==> src/rtl/acc_cpu_pkg.sv <==
package acc_cpu_pkg;

    localparam int unsigned DATA_W_DEF  = 16;
    localparam int unsigned ADDR_W_DEF  = 10;
    localparam int unsigned OP_W        = 3;
    localparam int unsigned MEM_CYC_DEF = 10;
    localparam int unsigned DEC_CYC_DEF = 2;
    localparam int unsigned ADD_CYC_DEF = 2;
    localparam int unsigned MUL_CYC_DEF = 5;
    localparam int unsigned PC_STEP_DEF = 2;

    typedef enum logic [OP_W-1:0] {
        OPC_HALT = 3'd0,
        OPC_LOAD = 3'd1,
        OPC_STOR = 3'd2,
        OPC_ADD  = 3'd3,
        OPC_SUB  = 3'd4,
        OPC_MUL  = 3'd5
    } opcode_e;

    typedef enum logic [3:0] {
        SQ_FADDR,
        SQ_FREAD,
        SQ_PCINC,
        SQ_IRLD,
        SQ_DECODE,
        SQ_OADDR,
        SQ_OREAD,
        SQ_OWRITE,
        SQ_EXEC,
        SQ_PARK
    } seq_state_e;

    typedef enum logic [1:0] {
        ALU_PASS,
        ALU_ADD,
        ALU_SUB,
        ALU_MUL
    } alu_op_e;

    typedef struct packed {
        logic    mar_from_pc;
        logic    mar_from_ir;
        logic    mdr_load;
        logic    pc_inc;
        logic    ir_load;
        logic    acc_load;
        alu_op_e alu_op;
        logic    mem_re;
        logic    mem_we;
        logic    halted;
    } ctrl_t;

endpackage

==> src/rtl/acc_cpu_alu.sv <==
module acc_cpu_alu
    import acc_cpu_pkg::*;
#(
    parameter int unsigned W = DATA_W_DEF
) (
    input  alu_op_e      op_i,
    input  logic [W-1:0] acc_i,
    input  logic [W-1:0] opnd_i,
    output logic [W-1:0] res_o
);

    always_comb begin
        unique case (op_i)
            ALU_ADD: res_o = acc_i + opnd_i;
            ALU_SUB: res_o = acc_i - opnd_i;
            ALU_MUL: res_o = acc_i * opnd_i;
            default: res_o = opnd_i;
        endcase
    end

endmodule

==> src/rtl/acc_cpu_ctrl.sv <==
module acc_cpu_ctrl
    import acc_cpu_pkg::*;
#(
    parameter int unsigned MEM_CYC = MEM_CYC_DEF,
    parameter int unsigned DEC_CYC = DEC_CYC_DEF,
    parameter int unsigned ADD_CYC = ADD_CYC_DEF,
    parameter int unsigned MUL_CYC = MUL_CYC_DEF
) (
    input  logic            clk,
    input  logic            rst_n,
    input  logic [OP_W-1:0] op_i,
    output ctrl_t           ctl_o
);

    localparam int unsigned MAX_A   = (MEM_CYC > DEC_CYC) ? MEM_CYC : DEC_CYC;
    localparam int unsigned MAX_B   = (ADD_CYC > MUL_CYC) ? ADD_CYC : MUL_CYC;
    localparam int unsigned MAX_CYC = (MAX_A > MAX_B) ? MAX_A : MAX_B;
    localparam int unsigned CNT_W   = (MAX_CYC > 2) ? $clog2(MAX_CYC) : 1;

    typedef struct packed {
        seq_state_e       st;
        logic [CNT_W-1:0] cnt;
    } seq_t;

    seq_t             seq_d, seq_q;
    opcode_e          opc;
    logic [CNT_W-1:0] exec_last;
    alu_op_e          alu_sel;
    logic             has_opnd;

    assign opc = opcode_e'(op_i);

    always_comb begin
        has_opnd  = 1'b1;
        alu_sel   = ALU_PASS;
        exec_last = '0;
        unique case (opc)
            OPC_LOAD: alu_sel = ALU_PASS;
            OPC_STOR: alu_sel = ALU_PASS;
            OPC_ADD: begin
                alu_sel   = ALU_ADD;
                exec_last = CNT_W'(ADD_CYC - 1);
            end
            OPC_SUB: begin
                alu_sel   = ALU_SUB;
                exec_last = CNT_W'(ADD_CYC - 1);
            end
            OPC_MUL: begin
                alu_sel   = ALU_MUL;
                exec_last = CNT_W'(MUL_CYC - 1);
            end
            default: has_opnd = 1'b0;
        endcase
    end

    always_comb begin
        seq_d        = seq_q;
        ctl_o        = '0;
        ctl_o.alu_op = alu_sel;
        unique case (seq_q.st)
            SQ_FADDR: begin
                ctl_o.mar_from_pc = 1'b1;
                seq_d.st          = SQ_FREAD;
                seq_d.cnt         = CNT_W'(MEM_CYC - 1);
            end
            SQ_FREAD: begin
                ctl_o.mem_re = 1'b1;
                if (seq_q.cnt == '0) begin
                    ctl_o.mdr_load = 1'b1;
                    seq_d.st       = SQ_PCINC;
                end else begin
                    seq_d.cnt = seq_q.cnt - 1'b1;
                end
            end
            SQ_PCINC: begin
                ctl_o.pc_inc = 1'b1;
                seq_d.st     = SQ_IRLD;
            end
            SQ_IRLD: begin
                ctl_o.ir_load = 1'b1;
                seq_d.st      = SQ_DECODE;
                seq_d.cnt     = CNT_W'(DEC_CYC - 1);
            end
            SQ_DECODE: begin
                if (seq_q.cnt == '0) begin
                    seq_d.st = has_opnd ? SQ_OADDR : SQ_PARK;
                end else begin
                    seq_d.cnt = seq_q.cnt - 1'b1;
                end
            end
            SQ_OADDR: begin
                ctl_o.mar_from_ir = 1'b1;
                seq_d.st          = (opc == OPC_STOR) ? SQ_OWRITE : SQ_OREAD;
                seq_d.cnt         = CNT_W'(MEM_CYC - 1);
            end
            SQ_OREAD: begin
                ctl_o.mem_re = 1'b1;
                if (seq_q.cnt == '0) begin
                    ctl_o.mdr_load = 1'b1;
                    seq_d.st       = SQ_EXEC;
                    seq_d.cnt      = exec_last;
                end else begin
                    seq_d.cnt = seq_q.cnt - 1'b1;
                end
            end
            SQ_EXEC: begin
                if (seq_q.cnt == '0) begin
                    ctl_o.acc_load = 1'b1;
                    seq_d.st       = SQ_FADDR;
                end else begin
                    seq_d.cnt = seq_q.cnt - 1'b1;
                end
            end
            SQ_OWRITE: begin
                ctl_o.mem_we = 1'b1;
                if (seq_q.cnt == '0) begin
                    seq_d.st = SQ_FADDR;
                end else begin
                    seq_d.cnt = seq_q.cnt - 1'b1;
                end
            end
            default: begin
                ctl_o.halted = 1'b1;
                seq_d.st     = SQ_PARK;
            end
        endcase
    end

    always_ff @(posedge clk) begin
        if (!rst_n) begin
            seq_q.st  <= SQ_FADDR;
            seq_q.cnt <= '0;
        end else begin
            seq_q <= seq_d;
        end
    end


    re_we_excl_chk: assert property (@(posedge clk) disable iff (!rst_n)
        !(ctl_o.mem_re && ctl_o.mem_we));


    halt_sticky_chk: assert property (@(posedge clk) disable iff (!rst_n)
        ctl_o.halted |=> ctl_o.halted);


    halt_quiet_chk: assert property (@(posedge clk) disable iff (!rst_n)
        ctl_o.halted |-> (!ctl_o.mem_re && !ctl_o.mem_we && !ctl_o.ir_load));

endmodule

==> src/rtl/acc_cpu_dp.sv <==
module acc_cpu_dp
    import acc_cpu_pkg::*;
#(
    parameter int unsigned DATA_W  = DATA_W_DEF,
    parameter int unsigned ADDR_W  = ADDR_W_DEF,
    parameter int unsigned PC_STEP = PC_STEP_DEF
) (
    input  logic              clk,
    input  logic              rst_n,
    input  ctrl_t             ctl_i,
    input  logic [DATA_W-1:0] rdata_i,
    output logic [OP_W-1:0]   op_o,
    output logic [ADDR_W-1:0] mar_o,
    output logic [DATA_W-1:0] acc_o
);

    typedef struct packed {
        logic [ADDR_W-1:0] pc;
        logic [OP_W-1:0]   ir_op;
        logic [ADDR_W-1:0] ir_addr;
        logic [ADDR_W-1:0] mar;
        logic [DATA_W-1:0] mdr;
        logic [DATA_W-1:0] acc;
    } regs_t;

    regs_t             regs_d, regs_q;
    logic [DATA_W-1:0] alu_res;

    acc_cpu_alu #(.W(DATA_W)) u_alu (
        .op_i   (ctl_i.alu_op),
        .acc_i  (regs_q.acc),
        .opnd_i (regs_q.mdr),
        .res_o  (alu_res)
    );

    always_comb begin
        regs_d = regs_q;
        if (ctl_i.mar_from_pc) regs_d.mar = regs_q.pc;
        if (ctl_i.mar_from_ir) regs_d.mar = regs_q.ir_addr;
        if (ctl_i.mdr_load)    regs_d.mdr = rdata_i;
        if (ctl_i.pc_inc)      regs_d.pc  = regs_q.pc + ADDR_W'(PC_STEP);
        if (ctl_i.ir_load) begin
            regs_d.ir_op   = regs_q.mdr[DATA_W-1 -: OP_W];
            regs_d.ir_addr = regs_q.mdr[ADDR_W-1:0];
        end
        if (ctl_i.acc_load)    regs_d.acc = alu_res;
    end

    always_ff @(posedge clk) begin
        if (!rst_n) begin
            regs_q <= '0;
        end else begin
            regs_q <= regs_d;
        end
    end

    assign op_o  = regs_q.ir_op;
    assign mar_o = regs_q.mar;
    assign acc_o = regs_q.acc;


    st_acc_hold_chk: assert property (@(posedge clk) disable iff (!rst_n)
        (ctl_i.mem_we && $past(ctl_i.mem_we)) |-> $stable(regs_q.acc));


    pc_step_chk: assert property (@(posedge clk) disable iff (!rst_n)
        ctl_i.pc_inc |=> (regs_q.pc == $past(regs_q.pc) + ADDR_W'(PC_STEP)));

endmodule

==> src/rtl/acc_cpu.sv <==
module acc_cpu
    import acc_cpu_pkg::*;
#(
    parameter int unsigned DATA_W  = DATA_W_DEF,
    parameter int unsigned ADDR_W  = ADDR_W_DEF,
    parameter int unsigned MEM_CYC = MEM_CYC_DEF,
    parameter int unsigned DEC_CYC = DEC_CYC_DEF,
    parameter int unsigned ADD_CYC = ADD_CYC_DEF,
    parameter int unsigned MUL_CYC = MUL_CYC_DEF,
    parameter int unsigned PC_STEP = PC_STEP_DEF
) (
    input  logic              clk,
    input  logic              rst_n,
    output logic [ADDR_W-1:0] mem_addr,
    output logic              mem_re,
    output logic              mem_we,
    output logic [DATA_W-1:0] mem_wdata,
    input  logic [DATA_W-1:0] mem_rdata,
    output logic [DATA_W-1:0] acc_out,
    output logic              halted
);

    ctrl_t           ctl;
    logic [OP_W-1:0] ir_op;
    logic [DATA_W-1:0] acc;

    acc_cpu_ctrl #(
        .MEM_CYC (MEM_CYC),
        .DEC_CYC (DEC_CYC),
        .ADD_CYC (ADD_CYC),
        .MUL_CYC (MUL_CYC)
    ) u_ctrl (
        .clk   (clk),
        .rst_n (rst_n),
        .op_i  (ir_op),
        .ctl_o (ctl)
    );

    acc_cpu_dp #(
        .DATA_W  (DATA_W),
        .ADDR_W  (ADDR_W),
        .PC_STEP (PC_STEP)
    ) u_dp (
        .clk     (clk),
        .rst_n   (rst_n),
        .ctl_i   (ctl),
        .rdata_i (mem_rdata),
        .op_o    (ir_op),
        .mar_o   (mem_addr),
        .acc_o   (acc)
    );

    assign mem_re    = ctl.mem_re;
    assign mem_we    = ctl.mem_we;
    assign mem_wdata = acc;
    assign acc_out   = acc;
    assign halted    = ctl.halted;


    access_addr_hold_chk: assert property (@(posedge clk) disable iff (!rst_n)
        ((mem_re && $past(mem_re)) || (mem_we && $past(mem_we))) |-> $stable(mem_addr));

endmodule

==> config.mk <==
export PLATFORM = sky130hd
export DESIGN_NAME = acc_cpu
export DESIGN_NICKNAME = d
export VERILOG_FILES = /design/src/rtl/acc_cpu_pkg.sv /design/src/rtl/acc_cpu_alu.sv /design/src/rtl/acc_cpu_ctrl.sv /design/src/rtl/acc_cpu_dp.sv /design/src/rtl/acc_cpu.sv
export SDC_FILE = /design/constraint.sdc
export NUM_CORES = 1
export LEC_CHECK = 0
export BUFFER_PORTS_ARGS = -buffer_cell sky130_fd_sc_hd__buf_2
export CAP_MARGIN = 20
export CORE_ASPECT_RATIO = 1.1
export CORE_MARGIN = 2
export CORE_UTILIZATION = 57
export DETAILED_ROUTE_END_ITERATION = 10
export PLACE_DENSITY = 0.78
export REMOVE_ABC_BUFFERS = 1
export SLEW_MARGIN = 20
export SYNTH_ARGS = -nofsm -noshare
export SYNTH_HDL_FRONTEND = slang
export SYNTH_SLANG_ARGS = --single-unit
==> constraint.sdc <==
create_clock -name clk -period 5.38 [get_ports clk]
set_clock_uncertainty 0.15 [all_clocks]
set_input_delay 0.807 -clock clk [delete_from_list [all_inputs] [get_ports clk]]
set_output_delay 0.807 -clock clk [all_outputs]
set_load 0.01 [all_outputs]
* Word-level counts from Yosys, hierarchy flattened
Index checks and enable logic that the tools add are counted.
** Cells by class
- Reduce and logical (&&, ||, !) cells :: 13
- Shift operators :: 0
- Magnitude comparators :: 0
- Equality and inequality tests :: 21
- Muxes and demuxes :: 26
- Divide/modulo/power cells :: 0
- Bitwise gates (word level) :: 0
- $mul :: 1
- $add $sub $neg :: 4
** Operator list (count)
- $pmux W16 S3 :: 1
- $pmux W4 S8 :: 1
- $mux W4 :: 7
- $mux W10 :: 2
- $add A16 B16 Y16 :: 1
- $eq A4 B3 Y1 const B :: 4
- $mul A16 B16 Y16 :: 1
- $pmux W4 S4 :: 1
- $sub A16 B16 Y16 :: 1
- $mux W1 :: 12
- $add A10 B2 Y10 const B :: 1
- $reduce_or A9 Y1 :: 1
- $eq A4 B2 Y1 const B :: 2
- $logic_not A4 Y1 :: 2
- $ne A2 B1 Y1 const B :: 4
- $reduce_or A2 Y1 :: 4
- $eq A3 B2 Y1 const B :: 2
- $eq A3 B3 Y1 const B :: 2
- $pmux W2 S3 :: 1
- $pmux W3 S2 :: 1
- $reduce_or A5 Y1 :: 1
- $eq A2 B2 Y1 const B :: 2
- $eq A4 B1 Y1 const B :: 1
- $eq A4 B4 Y1 const B :: 1
- 9 further kinds :: 9
** Word-level totals
- Flip-flop bits (word level) :: 73
- Memory bits (read-only) :: 0
- Memories :: 0
- Input bits :: 18
- Bits in writable memories :: 0
- Bits in latches :: 0
- Logic and storage cells :: 73
- Output and inout bits :: 45

* Depth between registers and ports, before layout
Gate-level depths: netlist of the first run.
- Depth after elaboration :: 6
- Gate-level depth with buffers :: 22
- Depth with buffers taken out :: 21

* Modules after synthesis
From an unflattened synthesis of the first run, not the netlist that was laid out.
** Unflattened totals
- Cells, all modules :: 1064
- Area, all modules :: 8921.1 um^2
** By module, submodules not included
- acc_cpu_alu :: times used 1, area an instance 5361.4 um^2, cells an instance 681, seq. area each 0.0 um^2
- acc_cpu_dp :: times used 1, area an instance 2633.8 um^2, cells an instance 260, seq. area each 1281.2 um^2
- acc_cpu_ctrl :: times used 1, area an instance 805.8 um^2, cells an instance 107, seq. area each 160.2 um^2
- acc_cpu :: times used 1, area an instance 120.1 um^2, cells an instance 16, seq. area each 0.0 um^2

* Worst setup path after synthesis of the first run
No wires, ideal clock.
- Path type :: reg-to-reg
- From :: register u_dp.regs_q[17]
- To :: register u_dp.regs_q[14] (netlist: u_dp.acc_o[14])
- Setup time :: 81 ps
- Clock period less this slack :: 5407 ps
- Required time :: 5149 ps
- Arrival :: 5177 ps
- Buffers on the path :: 2
- Stages on the path, launching flop included :: 21
- Slack :: -27 ps
- Path through :: dfxtp_1 -> buf_2 -> clkbuf_1 -> nand2_1 -> fa_1 -> fa_1 -> fa_1 -> inv_1 -> ha_1 -> fa_1 -> inv_1 -> fa_1 -> inv_1 -> ha_1 -> a21o_1 -> a21oi_1 -> o21ai_1 -> o31ai_1 -> xnor2_1 -> nand2_1 -> a41oi_1
** Between the ends
- Longest elaborated chain between the ends :: 2
- Elaborated cells on any way between the ends :: 4
- Those cells by class :: add/sub: 2; mul: 1; mux: 1
** Ends and longest elaborated chain
- start, declared :: line acc_cpu_dp.sv:26 : regs_t regs_d, regs_q;
- start signal, assigned :: line acc_cpu_dp.sv:53 : regs_q <= regs_d;
- $mul A16 B16 Y16 (tied with other cells) :: line acc_cpu_alu.sv:16 : ALU_MUL: res_o = acc_i * opnd_i;
- $pmux W16 S3 * :: line acc_cpu_alu.sv:13 : unique case (op_i)
Every way passes the cells marked *; elsewhere a longest branch is shown, timed or not.
A chain may end at the register's enable or synchronous reset.

* Worst setup path after layout of the first run
- From :: register u_dp.regs_q[20]
- To :: register u_dp.regs_q[14] (netlist: u_dp.acc_o[14])
Same word-level chain as after synthesis.

==> metrics.txt, run 1 <==
min Tclk post-route 5320 ps; final hold violations 0; Crit. End Element flop; later-pin clock latency in the skew report between 300 and 400 ps; area growth from synthesis to layout 10.7%; GRT overflow 0; Pwr Density 238 nW/um2; period utilization a little over nine tenths; worst-margin pin slew between 900 and 1000 ps; die area between 15000 and 20000 um2; post-route ant nets 0; worst r2r dst u_dp.acc_o[14]$_SDFFE_PN0P_; core area approximately 15000 um2; worst path cell trace and2_1 > fa_1 > inv_1 > fa_1 > fa_1 > inv_1 > ha_1 > fa_1 > inv_1 > fa_1 > inv_1 > ha_1 > a21o_1 > a21oi_2 > o21ai_2 > o31ai_2 > xnor2_1 > nand2_1 > a41oi_2; All-Layer GR Usage ~28%; Worst Path Arrival between 5000 and 6000 ps; Lkg Pwr ~4.6 nW; critical path's slowest cell fa_1; sw frac 40.1%; Root Buffer clkbuf_16; Critical Path Sink u_dp.acc_o[14]$_SDFFE_PN0P_; Max Clock Freq 188 MHz; dpl cells between 1k and 1.5k; asr flop ratio synth 0%; Slew HR between 30% and 40%; Crit Path Max Fanout 10; first-pass GRT wire length 36800 um; GPL Wtd Cong ~1; Initial DRC Count just under 500; Startpoint Class flop; Crit path max-delay family adder cells; H-tree lvl count 3; synth unique cells just under 60; share of the yosys chip area belonging to registers between 10% and 20%; CP most frequent cell fa_1; R2R cell count 19; DR vias 7541; peak supply drop 230 uV; Inserted Diodes 0; YS warnings 0; initial antenna violation count 0; Clock Path Buffers 2; FF-to-FF Start u_dp.regs_q[20]$_SDFFE_PN0P_; r2r setup slk 60 ps; final hold slack around 320 ps; syn_area_per_cell ~8.0 um2; drt first pass iters 8; CP required between 5000 and 6000 ps; Post-synth EDFFs 0; final setup fails 0; maxcap violations 0; crit path buf inv count 4; initial core utilization between 50% and 60%; IO buf count 62; largest net degree at the start of global routing 47; # clock sinks 72; worst setup path start u_dp.regs_q[20]$_SDFFE_PN0P_; wire length per cell around 16 um; Die X-Extent 123 um; switching power around 940 uW; Nets approximately 1.3k; RSZ-0062 raised after global routing true; internal power 1.40 mW; CTS tree yes; vias in the first global route between 7k and 8k; Setup CP Type flop to flop; max incr delay on CP roughly 540 ps; FF+latch count, synth 72; share of layout cells above drive strength 1 about 18%; routed wire length between 20000 and 25000 um; # IOs 63; Site Rows 47; number of fillers in the final layout roughly 1.3k; combinational cell fraction of total power about 50%; max-slew violation count 0; Residual DRC 0; Num CTS Buffers 9; Clock Power Share 22.9%; status finished clean; DP HPWL 17500 um; worst min path class flop to flop; vias per cell approximately 5.6; Worst-path clk slew around 60 ps; Synth Flop Type dfxtp_1; Netlist Area Pre-Place 8890 um2; cell count after synthesis between 1k and 1.5k; die height 135 um; number of cells on the critical path 19; share of power burned in registers approximately 28%; Non-Filler Instances 1349
## layout make-up
class / instances / area (um2) / area share [%]
multi-input cells: 796 / 6460 / 65.7
flip-flops and latches: 72 / 1480 / 15.1
repair buffers: 135 / 883 / 8.97
inverters: 134 / 503 / 5.11
well taps: 196 / 245 / 2.49
clock buffers: 11 / 233 / 2.36
clock inverters: 5 / 33.8 / 0.343
## tightest hold or removal path, cell delays in order, from the launching register on
cell and delay (ps):
dfxtp_1 310, nand2_1 50, a21boi_0 70
## worst min-delay path by stage
stage,startpoint,end,cells after the start
2_1_floorplan,u_dp.regs_q[42]$_SDFFE_PN0P_,u_dp.mar_o[0]$_SDFFE_PN0P_,2
3_3_place_gp,u_dp.regs_q[45]$_SDFFE_PN0P_,u_dp.regs_q[45]$_SDFFE_PN0P_,2
3_5_place_dp,u_dp.regs_q[44]$_SDFFE_PN0P_,u_dp.regs_q[44]$_SDFFE_PN0P_,2
4_1_cts,u_dp.regs_q[45]$_SDFFE_PN0P_,u_dp.regs_q[45]$_SDFFE_PN0P_,2
5_1_grt,u_dp.regs_q[44]$_SDFFE_PN0P_,u_dp.regs_q[44]$_SDFFE_PN0P_,2
6_report,u_dp.regs_q[43]$_SDFFE_PN0P_,u_dp.regs_q[43]$_SDFFE_PN0P_,2
## cell families (layout without fill, tap and decap cells)
group	Yosys count	in the layout	synth area share, %
AND/OR/NAND/NOR	368	368	19.7
adder cells (fa/ha/maj)	151	151	28.1
XOR/XNOR	71	71	7.36
AO/OA/AOI/OAI	194	194	15.1
buffers and inverters	239	285	12.2
flip-flops	72	72	16.2
multiplexers	12	12	1.38
## synthesized netlist by cell type (all sizes together) (4+ instances only)
library cell	n	share of area [%]
nor2b	13	0.91
or3	6	0.42
o211a	10	1.1
a221oi	5	0.49
dfxtp	72	16
nor3	14	0.97
o31ai	8	0.68
o211ai	13	1.1
xor2	13	1.3
fa	81	18
a22oi	5	0.42
clkbuf	42	1.8
nand2b	11	0.77
a21oi	36	2.0
nand3	10	0.56
xnor2	57	5.8
a221o	6	0.68
inv	134	5.7
ha	70	9.8
o21a	8	0.68
a21boi	39	3.3
and2	74	5.2
a31oi	13	1.1
o21ai	31	1.7
nand2	170	7.2
nor2	56	2.4
mux2i	10	1.1
a211oi	4	0.34
buf	63	4.7
## power by group through the flow
stage / combinational (mW) / sequential, mW / clock [mW]
global placement: 1.11 / 0.665 / 0
CTS: 1.14 / 0.659 / 0.541
floorplan: 0.846 / 0.673 / 0
global route: 1.28 / 0.670 / 0.564
finish: 1.15 / 0.662 / 0.536
detailed placement: 1.13 / 0.668 / 0
## state kept, by name, indices dropped and copies added (netlist names)
signal and flops:
u_ctrl.seq_q 8, u_dp.mar_o 10, u_dp.op_o 3, u_dp.acc_o 16, u_dp.regs_q 35
## cells in the final DEF, fill, tap and decap left out, types with 4 or more instances in the layout
cell type	Yosys	layout
a22oi_1	5	5
nand2b_1	11	11
o31ai_1	8	7
dfxtp_4	0	8
o21a_1	8	8
o21ai_0	25	24
or3_1	6	6
dfxtp_2	0	10
and2_4	1	4
fa_1	81	79
a221o_1	6	6
a211oi_1	4	4
o21ai_1	6	6
a31oi_1	12	11
nand2_1	170	170
a21boi_0	27	27
o211ai_1	13	13
inv_2	2	4
buf_4	44	71
xnor2_1	56	55
a221oi_1	5	5
mux2i_1	10	10
dfxtp_1	72	54
and2_1	73	70
ha_1	70	65
xor2_1	13	13
o211a_1	10	10
nor2b_1	13	13
clkbuf_16	0	9
nor3_1	12	12
inv_1	132	130
nand3_1	10	10
buf_2	16	62
nor2_1	56	55
a21boi_1	12	12
a21oi_1	36	33
## layer usage
metal / up-vias / share of wire, % / global-route usage, %
li1: 3619 / - / -
met1: 3590 / 43 / 36.9
met2: 277 / 48 / 47.3
met3: 55 / 6.2 / 4.18
met4: 0 / 3.3 / 9.91
met5: - / 0 / 0
## through the flow
stage                     cell area (um2)  worst slack (ps)  util (%)  TNS, ps  total power [mW]
final                                9850              59.2      64.9        0              2.34
after global routing                 9850             -94.2      64.9     -204              2.51
after CTS                            9730             0.998      64.1        0              2.34
after detailed placement             9430             -77.0      62.1     -124              1.80
after global placement               9430             -21.8      62.1    -21.8              1.78
after floorplan                      8310              26.9         -        0              1.52
## what timing repair did
item                                    CTS  global route
endpoints found under the setup margin    2             5
hold endpoints to repair                  0             0
buffers inserted                          0             2
gates resized for setup                  15            34
pin swaps                                 1             9
hold buffers                              0             0
(Power assumes the default switching activity.)
==> run 2: changes to the inputs <==
Settings changed: CORE_UTILIZATION 57 to 58, CTS_BUF_LIST set to sky130_fd_sc_hd__clkbuf_8, PLACE_DENSITY 0.78 to 0.79.
==> metrics.txt, run 2 (synthesized netlist as in run 1, its figures left out) <==
status complete, but fails checks; failing checks setup timing; Non-Filler Instances 1354 (+0.37%); post-route ant nets 0 (unchanged); share of layout cells above drive strength 1 20.4% (+2.8 points); core area 15100 um2 (-0.78%); All-Layer GR Usage 29.3% (+1.1 points); initial core utilization 59.1% (+0.46 points); later-pin clock latency in the skew report 370 ps (+30 ps); CP most frequent cell fa_1; RSZ-0062 raised after global routing true; final setup fails 1 (+1); area growth from synthesis to layout 12.0%; Final Instance Area 9960 um2 (+1.1%); Site Rows 47 (unchanged); Design Power 2.22 mW (-5.2%); final hold slack 322 ps (+2.08 ps); final worst slack -21.5 ps (-80.7 ps); worst min path class flop to flop; Max Clock Freq 185 MHz (-1.5%); peak supply drop 247 uV (+7.6%); Lkg Pwr 4.56 nW (-0.24%); worst path cell trace buf_4 > and2_4 > fa_1 > inv_1 > fa_1 > inv_1 > fa_1 > fa_1 > fa_1 > inv_2 > fa_1 > inv_2 > ha_4 > or3_4 > o31ai_4 > buf_6 > xnor2_2 > nand2_1 > a41oi_2; dpl cells 1331 (unchanged); max incr delay on CP 540 ps (about the same); Seq. cell area 1500 um2 (+0.84%); commonest non-fill, non-tap cell in the layout nand2_1; Pwr Density 223 nW/um2 (-6.2%); DR vias 7608 (+0.89%); final hold violations 0 (unchanged); die height 134 um (-0.84%); setup_tns -21.5 ps (-21.5 ps); crit path buf inv count 6 (+2); Nets 1322 (+0.38%); drt first pass iters 5 (-3); Num CTS Buffers 9 (unchanged); Placed Area 9440 um2 (+0.13%); DP HPWL 18000 um (+2.7%); # IOs 63 (unchanged); die area 16300 um2 (-1.7%); Slew HR 36.6% (+2.2 points); Crit path max-delay family adder cells; Die X-Extent 122 um (-0.84%); worst-margin pin slew 948 ps (-32.7 ps); first-pass GRT wire length 37500 um (+1.9%); period utilization 100% (+1.5 points); Crit. End Element flop; Root Buffer clkbuf_8; Crit Path Max Fanout 5 (-5); Setup CP Type flop to flop; Residual DRC 0 (unchanged); initial antenna violation count 1 (+1); Clock Path Buffers 2 (unchanged); Worst Path Arrival 5550 ps (+120 ps); critical path's slowest cell fa_1; max-slew violation count 0 (unchanged); vias in the first global route 7428 (-1.4%); Startpoint Class flop; Most flops, register u_dp.regs_q; GRT overflow 0 (unchanged); # clock sinks 72 (unchanged); H-tree lvl count 3 (unchanged); routed wire length 23000 um (+3.3%); max reg flops 35 (unchanged); maxcap violations 0 (unchanged); GPL Wtd Cong 0.961 (-1.8%); leading cell types in the layout, fill and taps excluded nand2_1, inv_1, fa_1; largest net degree at the start of global routing 44 (-6.4%); min Tclk post-route 5400 ps (+80.7 ps); CP required 5530 ps (+40 ps); Initial DRC Count 571 (+16%); Multi-input gate area 6590 um2 (+1.9%); CTS tree yes; wire length per cell 17.0 um (+2.9%); number of fillers in the final layout 1289 (-0.23%); Worst-path clk slew 90 ps (+30 ps); IO buf count 62 (unchanged); vias per cell 5.62 (+0.52%)
run 2: cell types whose count changed in the layout (fill, tap and decap cells not counted), sizes merged:
cell,previous run,this run
diode,0,1
clkinv,3,4
inv,134,136
clkinvlp,2,0
buf,135,140
clkbuf,11,9
run 2: worst paths after layout:
check | startpoint | to | slack, ps | cells past startpoint
hold reg to reg | u_dp.regs_q[42]$_SDFFE_PN0P_ | u_dp.mar_o[0]$_SDFFE_PN0P_ | 320 | 2
hold / removal | u_dp.regs_q[42]$_SDFFE_PN0P_ | u_dp.mar_o[0]$_SDFFE_PN0P_ | 320 | 2
setup reg to reg | u_dp.regs_q[22]$_SDFFE_PN0P_ | u_dp.acc_o[15]$_SDFFE_PN0P_ | -20 | 19
setup / recovery | u_dp.regs_q[22]$_SDFFE_PN0P_ | u_dp.acc_o[15]$_SDFFE_PN0P_ | -20 | 19
run 2: timing repair:
action	in CTS	in global routing
resized for setup	25	68
buffers inserted	0	7
endpoints found under the setup margin	2	6
hold buffers	0	0
pin swaps	8	54
run 2: report_power, final:
group          switching [mW]  total [mW]  internal, mW
clock network           0.225       0.393         0.168
logic                   0.654        1.17         0.520
registers              0.0745       0.656         0.582
run 2: cell type report:
type	count	area share, %
multi-input combinational	796	66.1
sequential	72	15.0
timing repair buffer	140	9.60
inverter	134	5.05
tap	196	2.46
clock buffer	9	1.24
clock inverter	6	0.452
antenna	1	0.0251
run 2: routing by layer:
metal / track usage, % / routed length, um
met4: 8.43 / 463
met5: 0 / 0
met2: 49.4 / 11200
met1: 39.0 / 9750
met3: 4.46 / 1620
run 2: per-stage QoR:
step           util (%)  setup slack (ps)
2_1_floorplan         -              26.9
3_3_place_gp       62.7             -14.8
3_5_place_dp       62.7              -204
4_1_cts            64.5              4.74
5_1_grt            66.1              -169
6_report           66.1             -21.5
run 2: worst min-delay path, delay by kind of cell (launching register included):
kind             cells  cell delay, ps
flip-flops           1             320
AO/OA/AOI/OAI        1              60
AND/OR/NAND/NOR      1              50
==> run 3: changes to the inputs <==
--- a/config.mk
+++ b/config.mk
@@ -13,4 +13,5 @@
 export CTS_BUF_LIST = sky130_fd_sc_hd__clkbuf_8
 export DETAILED_ROUTE_END_ITERATION = 10
+export GPL_TIMING_DRIVEN = 0
 export PLACE_DENSITY = 0.79
 export REMOVE_ABC_BUFFERS = 1
==> constraint.sdc (replaced) <==
create_clock -name clk -period 5.38 [get_ports clk]
set_clock_uncertainty 0.15 [all_clocks]
set_input_delay 0 -clock clk [delete_from_list [all_inputs] [get_ports clk]]
set_output_delay 0 -clock clk [all_outputs]
set_load 0.01 [all_outputs]
==> metrics.txt, run 3 (synthesized netlist as in run 1, its figures left out) <==
dpl cells 1260 (-5.3%); Slew HR 32.7% (-3.9 points); first-pass GRT wire length 37400 um (-0.30%); Die X-Extent 122 um (unchanged); FF-to-FF Start u_dp.regs_q[22]$_SDFFE_PN0P_; commonest non-fill, non-tap cell in the layout nand2_1; Non-Filler Instances 1327 (-2.0%); Inserted Diodes 0 (-1); Lkg Pwr 4.41 nW (-3.3%); final setup fails 1 (unchanged); Nets 1295 (-2.0%); Final Instance Area 9860 um2 (-0.97%); Placed Area 8870 um2 (-6.0%); Worst Path Arrival 5530 ps (-20 ps); failing checks setup timing; max reg flops 35 (unchanged); All-Layer GR Usage 29.0% (-0.30 points); DR vias 7679 (+0.93%); drt first pass iters 6 (+1); initial core utilization 59.1% (unchanged); CP required 5520 ps (about the same); die height 134 um (unchanged); Setup CP Type flop to flop; leading cell types in the layout, fill and taps excluded nand2_1, inv_1, fa_1; routed wire length 23300 um (+1.2%); worst-margin pin slew 1010 ps (+60.9 ps); post-route ant nets 0 (unchanged); area growth from synthesis to layout 10.9%; IO buf count 62 (unchanged); worst min path class input port to flop; status complete, but fails checks; # clock sinks 72 (unchanged); number of fillers in the final layout 1248 (-3.2%); wire length per cell 17.5 um (+3.3%); Initial DRC Count 646 (+13%); Max Clock Freq 186 MHz (+0.24%); GRT overflow 0 (unchanged); # IOs 63 (unchanged); final hold violations 0 (unchanged); DP HPWL 14700 um (-18%); Crit. End Element flop; Startpoint Class flop; die area 16300 um2 (unchanged); Multi-input gate area 6590 um2 (about the same); GPL Wtd Cong 0.965 (+0.45%); Pwr Density 233 nW/um2 (+4.6%); worst setup path start u_dp.regs_q[22]$_SDFFE_PN0P_; Worst-path clk slew 90 ps (about the same); fin util 65.5% (-0.64 points); core area 15100 um2 (unchanged); later-pin clock latency in the skew report 360 ps (about the same); vias in the first global route 7508 (+1.1%); vias per cell 5.79 (+3.0%); Root Buffer clkbuf_8; final worst slack -8.79 ps (+12.7 ps); min Tclk post-route 5390 ps (-12.7 ps); Num CTS Buffers 9 (unchanged); share of layout cells above drive strength 1 17.0% (-3.4 points); Residual DRC 0 (unchanged); H-tree lvl count 3 (unchanged); largest net degree at the start of global routing 77 (+75%); Seq. cell area 1520 um2 (+1.3%); max-slew violation count 0 (unchanged); RSZ-0062 raised after global routing true; Crit Path Max Fanout 5 (unchanged); peak supply drop 283 uV (+15%); Design Power 2.30 mW (+3.6%); period utilization 100% (-0.24 points); Hold Crit Start rst_n; maxcap violations 0 (unchanged); CTS tree yes; Clock Path Buffers 2 (unchanged); Site Rows 47 (unchanged); final hold slack 27.3 ps (-295 ps); Most flops, register u_dp.regs_q; initial antenna violation count 0 (-1)
run 3: changes by cell type in the layout (fill, tap and decap cells not counted), sizes merged:
cell	before	now
buf	140	96
bufinv	0	2
clkbuf	9	10
clkinv	4	3
clkinvlp	0	1
diode	1	0
dlygate4sd3	0	16
inv	136	135
run 3: path summary, 6_finish.rpt:
path	to	slack [ps]	cells after the start
setup / recovery	u_dp.acc_o[14]$_SDFFE_PN0P_	-9	18
hold / removal	u_dp.mar_o[7]$_SDFFE_PN0P_	30	2
setup reg to reg	u_dp.acc_o[14]$_SDFFE_PN0P_	-9	18
hold reg to reg	u_dp.mar_o[0]$_SDFFE_PN0P_	330	2
run 3: metrics by stage:
stage,TNS [ps],setup WS (ps)
after floorplan,0,26.9
after global placement,-4300,-872
after detailed placement,-4470,-853
after CTS,-14.3,-14.3
after global routing,-492,-154
final,-8.79,-8.79
run 3: metal layers:
| layer | vias up | GRT usage, % | routed length, um | share of wire, % |
|---|---|---|---|---|
| met5 | - | 0 | 0 | 0 |
| met4 | 0 | 11.9 | 982 | 4.2 |
| met3 | 94 | 4.21 | 1680 | 7.2 |
| met2 | 358 | 49.1 | 11100 | 48 |
| met1 | 3658 | 37.0 | 9530 | 41 |
| li1 | 3569 | - | - | - |
run 3: final cells by class:
class	count	area share (%)
inverters	134	5.14
well taps	196	2.49
multi-input cells	796	66.8
clock inverters	7	1.04
repair buffers	113	7.89
clock buffers	9	1.26
flip-flops and latches	72	15.4
run 3: report_power, final:
| group | switching, mW | internal [mW] | leakage, nW |
|---|---|---|---|
| logic | 0.609 | 0.503 | 3.69 |
| registers | 0.112 | 0.580 | 0.601 |
| clock network | 0.231 | 0.267 | 0.116 |
run 3: worst max-delay path, cell delays in order, from the launching register on:
cell	delay [ps]
dfxtp_4	430
inv_1	120
nor2_4	180
fa_1	450
fa_1	500
ha_1	250
fa_1	550
inv_1	60
fa_1	460
fa_1	570
inv_1	50
ha_2	330
a21o_1	220
a31oi_4	180
o21ai_2	90
o31ai_2	240
xnor2_1	180
nand2_1	90
a41oi_2	210
run 3: repair_timing:
item                                   4_1_cts  5_1_grt
endpoints found under the hold margin       16        0
setup buffers                               29        5
hold buffers                                16        0
resized for setup                           51       35
gates cloned                                 0        1
setup endpoints to repair                    9        6
pin swaps                                    5       15
